<file path="config.mk">
export PLATFORM = sky130hd
export DESIGN_NAME = gpio_port
export DESIGN_NICKNAME = d
export VERILOG_FILES = /design/src/rtl/gpio_pkg.sv /design/src/rtl/gpio_regs.sv /design/src/rtl/gpio_insync.sv /design/src/rtl/gpio_pinmux.sv /design/src/rtl/gpio_port.sv
export SDC_FILE = /design/constraint.sdc
export NUM_CORES = 1
export LEC_CHECK = 0
export CORE_UTILIZATION = 35
export DETAILED_ROUTE_END_ITERATION = 8
export DONT_BUFFER_PORTS = 1
export SYNTH_ARGS = -nofsm -noshare
export SYNTH_HDL_FRONTEND = slang
export SYNTH_HIERARCHICAL = 1
export SYNTH_SLANG_ARGS = --single-unit
export TNS_END_PERCENT = 30
</file>
<file path="constraint.sdc">
create_clock -name clk -period 1 [get_ports clk]
set_clock_uncertainty 0.15 [all_clocks]
set_input_delay 0 -clock clk [delete_from_list [all_inputs] [get_ports clk]]
set_output_delay 0 -clock clk [all_outputs]
set_load 0.1 [all_outputs]
</file>
<file path="src/rtl/gpio_pkg.sv">
package gpio_pkg;
   localparam int unsigned ADDR_W = 2;

   typedef enum logic [ADDR_W-1:0] {
      SEL_DATA = 2'd0,
      SEL_EN   = 2'd1,
      SEL_PULL = 2'd2,
      SEL_NONE = 2'd3
   } gpio_sel_e;
endpackage

</file>
<file path="src/rtl/gpio_regs.sv">
module gpio_regs
   import gpio_pkg::*;
#(
   parameter int unsigned NPINS = 8,
   localparam int unsigned REG_W = 2 * NPINS
) (
   input  logic              clk,
   input  logic              rst_n,
   input  logic              wr_en,
   input  logic [ADDR_W-1:0] addr,
   input  logic [REG_W-1:0]  wdata,
   input  logic [NPINS-1:0]  in_view,
   output logic [REG_W-1:0]  rdata,
   output logic [NPINS-1:0]  dout_q,
   output logic [NPINS-1:0]  ien_q,
   output logic [NPINS-1:0]  oen_q,
   output logic [NPINS-1:0]  pdir_q,
   output logic [NPINS-1:0]  pen_q
);
   gpio_sel_e sel;
   assign sel = gpio_sel_e'(addr);

   logic [NPINS-1:0] hi_byte, lo_byte;
   assign hi_byte = wdata[REG_W-1:NPINS];
   assign lo_byte = wdata[NPINS-1:0];

   always_ff @(posedge clk or negedge rst_n) begin
      if (!rst_n) begin
         dout_q <= '0;
         ien_q  <= '0;
         oen_q  <= '0;
         pdir_q <= '0;
         pen_q  <= '0;
      end else if (wr_en) begin
         unique case (sel)
            SEL_DATA: dout_q <= hi_byte;
            SEL_EN: begin
               ien_q <= hi_byte;
               oen_q <= lo_byte;
            end
            SEL_PULL: begin
               pdir_q <= hi_byte;
               pen_q  <= lo_byte;
            end
            default: ;
         endcase
      end
   end

   always_comb begin
      unique case (sel)
         SEL_DATA: rdata = {dout_q, in_view};
         SEL_EN:   rdata = {ien_q, oen_q};
         SEL_PULL: rdata = {pdir_q, pen_q};
         default:  rdata = '0;
      endcase
   end
endmodule

</file>
<file path="src/rtl/gpio_insync.sv">
module gpio_insync #(
   parameter int unsigned NPINS  = 8,
   parameter int unsigned STAGES = 2
) (
   input  logic             clk,
   input  logic             rst_n,
   input  logic [NPINS-1:0] d,
   output logic [NPINS-1:0] q
);
   logic [STAGES-1:0][NPINS-1:0] chain;

   always_ff @(posedge clk or negedge rst_n) begin
      if (!rst_n) chain[0] <= '0;
      else        chain[0] <= d;
   end

   for (genvar s = 1; s < STAGES; s++) begin : g_stage
      always_ff @(posedge clk or negedge rst_n) begin
         if (!rst_n) chain[s] <= '0;
         else        chain[s] <= chain[s-1];
      end
   end

   assign q = chain[STAGES-1];
endmodule

</file>
<file path="src/rtl/gpio_pinmux.sv">
module gpio_pinmux #(
   parameter int unsigned NPINS = 8
) (
   input  logic [NPINS-1:0] func_sel,
   input  logic [NPINS-1:0] dout,
   input  logic [NPINS-1:0] ien,
   input  logic [NPINS-1:0] oen,
   input  logic [NPINS-1:0] pdir,
   input  logic [NPINS-1:0] pen,
   input  logic [NPINS-1:0] per_out,
   input  logic [NPINS-1:0] per_oe,
   input  logic [NPINS-1:0] synced,
   output logic [NPINS-1:0] pad_out,
   output logic [NPINS-1:0] pad_oe,
   output logic [NPINS-1:0] pull_en,
   output logic [NPINS-1:0] pull_up,
   output logic [NPINS-1:0] in_view
);
   for (genvar i = 0; i < NPINS; i++) begin : g_pin
      logic gpio_own, gpio_pull;
      assign gpio_own  = ~func_sel[i];
      assign gpio_pull = gpio_own & pen[i] & ~oen[i];

      assign pad_out[i] = gpio_own ? dout[i] : per_out[i];
      assign pad_oe[i]  = gpio_own ? oen[i]  : per_oe[i];
      assign pull_en[i] = gpio_pull;
      assign pull_up[i] = gpio_pull & pdir[i];
      assign in_view[i] = gpio_own & ien[i] & synced[i];
   end
endmodule

</file>
<file path="src/rtl/gpio_port.sv">
module gpio_port
   import gpio_pkg::*;
#(
   parameter int unsigned NPINS       = 8,
   parameter int unsigned SYNC_STAGES = 2,
   localparam int unsigned REG_W      = 2 * NPINS
) (
   input  logic              clk,
   input  logic              rst_n,
   input  logic              wr_en,
   input  logic [ADDR_W-1:0] addr,
   input  logic [REG_W-1:0]  wdata,
   output logic [REG_W-1:0]  rdata,
   input  logic [NPINS-1:0]  func_sel,
   input  logic [NPINS-1:0]  per_out,
   input  logic [NPINS-1:0]  per_oe,
   output logic [NPINS-1:0]  per_in,
   input  logic [NPINS-1:0]  pad_in,
   output logic [NPINS-1:0]  pad_out,
   output logic [NPINS-1:0]  pad_oe,
   output logic [NPINS-1:0]  pull_en,
   output logic [NPINS-1:0]  pull_up
);
   if (NPINS < 1 || NPINS > 16) begin : g_bad_npins
      $error("gpio_port: NPINS must lie in 1..16");
   end
   if (SYNC_STAGES < 2 || SYNC_STAGES > 4) begin : g_bad_sync
      $error("gpio_port: SYNC_STAGES must lie in 2..4");
   end

   logic [NPINS-1:0] dout_w, ien_w, oen_w, pdir_w, pen_w;
   logic [NPINS-1:0] synced_w, in_view_w;

   gpio_regs #(.NPINS(NPINS)) u_regs (
      .clk     (clk),
      .rst_n   (rst_n),
      .wr_en   (wr_en),
      .addr    (addr),
      .wdata   (wdata),
      .in_view (in_view_w),
      .rdata   (rdata),
      .dout_q  (dout_w),
      .ien_q   (ien_w),
      .oen_q   (oen_w),
      .pdir_q  (pdir_w),
      .pen_q   (pen_w)
   );

   gpio_insync #(.NPINS(NPINS), .STAGES(SYNC_STAGES)) u_sync (
      .clk   (clk),
      .rst_n (rst_n),
      .d     (pad_in),
      .q     (synced_w)
   );

   gpio_pinmux #(.NPINS(NPINS)) u_mux (
      .func_sel (func_sel),
      .dout     (dout_w),
      .ien      (ien_w),
      .oen      (oen_w),
      .pdir     (pdir_w),
      .pen      (pen_w),
      .per_out  (per_out),
      .per_oe   (per_oe),
      .synced   (synced_w),
      .pad_out  (pad_out),
      .pad_oe   (pad_oe),
      .pull_en  (pull_en),
      .pull_up  (pull_up),
      .in_view  (in_view_w)
   );

   assign per_in = synced_w;
endmodule

</file>
Yosys cells after proc, flatten, opt, wreduce, memory -nomap -nowiden
Cells that the tools add are included.
- input bits: 53
- register bits after elaboration: 56
- equal/unequal tests: 2
- bitwise logic cells: 56
- muxes and demuxes: 17
- reductions and logical operators: 4
- operator list (operator ; number):
    case mux 16 bit (3 select lines) ; 1
    bitwise AND 1 bit ; 40
    two-way mux 1 bit ; 16
    inverter 1 bit ; 16
    AND reduction 2 bit ; 3
    == test 2 x 1 -> 1 bit (second input constant) ; 1
    == test 2 bit (second input constant) ; 1
    zero test 2 bit ; 1

Logic depth before layout (Yosys ltp)
- depth after elaboration: 4
- mapped depth: 4
- gate-level depth less buffers: 3

Modules after synthesis
Netlist, hierarchy kept.
- by module, submodules not included (module ; area an instance (µm²) ; times used ; cells each ; sequential area each (µm²)):
    gpio_regs ; 1878.1 ; 1 ; 124 ; 1001.0
    gpio_pinmux ; 480.5 ; 1 ; 48 ; 0.0
    gpio_insync ; 460.4 ; 1 ; 24 ; 400.4

Worst setup path before layout
Ideal clock, no wire load.
- path type: reg-to-output
- start: register u_sync.chain, in the netlist u_sync/q[4]
- end: output rdata[4]
- data required time: 850 ps
- stages on the path, launching flop included: 5
- path buffers: 1
- arrival: 2322 ps
- path slack: -1472 ps
- cells stage by stage: dfrtp_1 > buf_4 > and3b_2 > mux2i_1 > o2bb2ai_1
- word-level cells in the longest chain between the ends: 2
- ends and longest elaborated chain (item ; line ; RTL):
    start, declared ; gpio_insync.sv:10 ; logic [STAGES-1:0][NPINS-1:0] chain;
    start signal, assigned by index ; gpio_insync.sv:20 ; else chain[s] <= chain[s-1];
    bitwise AND 1 bit ; gpio_pinmux.sv:28 ; assign in_view[i] = gpio_own & ien[i] & synced[i];
    net in_view_w[4] ; gpio_port.sv:32 ; logic [NPINS-1:0] synced_w, in_view_w;
    case mux 16 bit (3 select lines) ; gpio_regs.sv:51 ; unique case (sel)
    end, declared ; gpio_port.sv:13 ; output logic [REG_W-1:0] rdata,
The timed path passes the listed nets, and every way through them passes these cells.

Worst setup path after layout
- start: register u_sync.chain, in the netlist u_sync/q[0]
- end: output rdata[0]
Same word-level chain as after synthesis.

==> flow_summary_export.csv <==
group,metric,value,unit
status,violations,"hold timing, setup timing",
clock_network,path_clk_slew,100,ps
synth,yosys.cell_types.count,14,
detailed_routing,wl_per_cell,20.6,um
pwr,p_sw,0.00393,W
detailed_routing,drc,0,
critical_path,critPathArrivalTime,1380,ps
finish,drive_gt1_share,75.9,%
detailed_routing,first_pass_iters,4,
finish,layout.nets,351,
clock_network,h-tree-depth,2,
critical_path,critPathMaxFanout,2,
sta,finalHoldViolations,92,
min_path,hold_class,"in -> async",
synth,synthFlopType,"dfrtp_1",
clock_network,cts_tree,"built",
status,status,"complete, but fails checks",
synth,yosys.area_share.adder,0,%
critical_path,cp-end-kind,"output pin",
grt,grt_pass1_vias,2401,
grt,grt_use_total,20.0,%
sta,maxSlewViolCount,0,
synth,syn_area,2820,um2
finish,ff_latch_area,1420,um2
flow_run,drv_cap,0,
floorplanning,core-area,7770,um2
synth,yosys-top-cells-count,"56 x dfrtp_1, 56 x mux2_2, 18 x buf_4",
synth,async_flop_share,100,%
clock_network,clk_path_buf_depth,2,
synth,ys_seq_elements,56,
detailed_routing,ant_nets,0,
sta,finalSetupViolCount,65,
pwr,internal_power,0.00567,W
sta,slew_headroom,80.4,%
critical_path,worstSetupPathType,"reg -> out",
sta,fin_crit,1530,ps
synth,syn_avg_cell_area,14.4,um2
grt,antenna_found_initial,0,
floorplanning,dieArea,8420,um2
pwr,power,0.00961,W
critical_path,cp_top_family,"flip-flops",
placement,dp_slack,-216,ps
pwr,power.density,1810,nW/um2
detailed_routing,totalWireLength,8.28,mm
critical_path,critPathBufInv,1,
finish,antenna_cells,0,
clock_network,clockRootBuffer,"clkbuf_8",
grt,grt_pass1_wl,12.9,mm
pwr,clock_power_share,15.1,%
synth,yosys-top-cells-area,"dfrtp_1 50%, mux2_2 22%, mux2i_1 5.7%",
sta,rsz0062_at_grt,"yes",
critical_path,cp_data_required_time,850,ps
detailed_routing,avgViaCountPerCell,5.09,
placement,place_congestion,0.785,
pwr,ir_worst_vdd,0.977,mV
synth,yosysSeqAreaShare,49.7,%
synth,yosys.area_share.simple,10.8,%
critical_path,cp_slowest_cell,"dfrtp_1",
synth,syn-num-nets,249,
pwr,power_frac_seq,31.2,%
sta,timing.final.crit_share,153,%
synth,ys_warn_count,6,
synth,synth_top_family_by_area,"multiplexers",
sta,fmax,655,MHz
synth,synth_xor_area_share,0,%
synth,synth-compound-area-share,4.97,%
pwr,pwr-share-comb,53.7,%
floorplanning,initial_core_util,36.3,%
placement,numPortBuffers,0,
finish,final_cells,401,
critical_path,timing.critical_path.cells,"and3b_2 -> mux2i_4 -> o2bb2ai_4 -> buf_12",
finish,nFillCells,529,
synth,synth_edf_count,0,
grt,grt_max_degree,57,
synth,yosysTopAreaCell,"dfrtp_1",
sta,setup_slack,-526,ps
floorplanning,fp-row-count,32,
floorplanning,die_x,91.7,um
floorplanning,ios,109,
finish,area_growth,88.5,%
synth,synth_cells,196,
placement,dp_cells,354,
clock_network,cts-buffers-inserted,5,
critical_path,startpoint_type,"flop",
detailed_routing,initialDrtViolationCount,30,
sta,worst_slew_pin_slew,285,ps
floorplanning,dieHeight,91.7,um
critical_path,slowest_delay,410,ps
detailed_routing,vias,2041,
sta,holdWs,-769,ps
synth,synth_top_area_share,49.7,%
pwr,power.leakage,2.26,nW
clock_network,clk_latency,300,ps
clock_network,ctsHoldBuffers,24,
pwr,p_sw_share,41.0,%
synth,synthMuxAreaShare,28.1,%
grt,grt-ovfl-total,0,
clock_network,clock_sinks,56,
placement,dp_hpwl,5.66,mm
finish,multi_input_area,1830,um2
## worst register-to-register path, delay by kind of cell, from the launching register on
kind | cells | cell delay, ps
multiplexers | 1 | 260
flip-flops | 1 | 400
buffers and inverters | 3 | 330
## cells in the final DEF (no fill, tap or decap), drive strengths merged
cell type	instances
nand3b	2
clkbuf	13
nor3b	9
clkinv	1
bufinv	1
and4bb	8
and3b	8
buf	88
dfrtp	56
o2bb2ai	16
mux2i	16
nor2b	1
mux2	56
dlygate4sd3	24
## final timing paths
kind	from	end	slack, ps	depth (start not counted)
worst max register to register	u_regs/ien_q[6]	u_regs/ien_q[6]	-250	4
min in group clk	wr_en	u_regs/oen_q[1]	-60	3
max in group asynchronous	rst_n	u_regs/oen_q[6]	1370	0
worst max-delay path	u_sync/q[0]	rdata[0]	-530	4
worst min-delay path	rst_n	u_sync/q[2]	-770	0
worst min register to register	u_sync/chain[4]	u_sync/q[4]	210	0
## cell families after synthesis
kind of cell    count (synthesis)
mux                            72
compound gates                 16
flops                          56
simple gates                   28
buf+inv                        24
## registers in the layout (all words and copies together) (netlist names)
name           count
u_regs/dout_q      8
u_regs/pen_q       8
u_sync/chain       8
u_regs/oen_q       8
u_regs/pdir_q      8
u_sync/q           8
u_regs/ien_q       8
## power by group through the flow
stage / Combinational, W / Clock [W] / Sequential [W]
global placement: 0.00454 / 0 / 0.00292
global route: 0.00528 / 0.00160 / 0.00305
floorplan: 0.00319 / 0 / 0.00292
detailed placement: 0.00462 / 0 / 0.00297
CTS: 0.00502 / 0.00150 / 0.00295
finish: 0.00516 / 0.00145 / 0.00300
## per-stage QoR
step                      utilization, %  hold slack (ps)  cell area, um2  TNS, ps
after CTS                           66.1             -785            5130   -21500
after global placement              57.7             -443            4480    -2410
after global routing                68.4             -795            5320   -23930
final                               68.4             -769            5320   -21200
after detailed placement            57.7             -444            4480    -3920
after floorplan                        -             -446            3320   -11440
## per-layer routing
metal	up-vias	routed length, um	global-route usage [%]
met2	67	4740	38.9
li1	921	-	-
met3	8	343	3.73
met1	1045	3080	21.7
met4	0	110	5.99
met5	-	0	0
## layout make-up
cell class,instances,area share (%)
clock buffer,6,1.37
sequential,56,26.6
clock inverter,2,0.659
tap,102,2.40
multi-input combinational,116,34.4
timing repair buffer,119,34.5
## repair_timing
| item | 4_1_cts | 5_1_grt |
|---|---|---|
| setup buffers | 9 | 7 |
| pin swaps | 10 | 8 |
| hold endpoints to repair | 104 | 96 |
| gates resized for setup | 58 | 37 |
| endpoints found under the setup margin | 66 | 71 |
(Power assumes the default switching activity.)
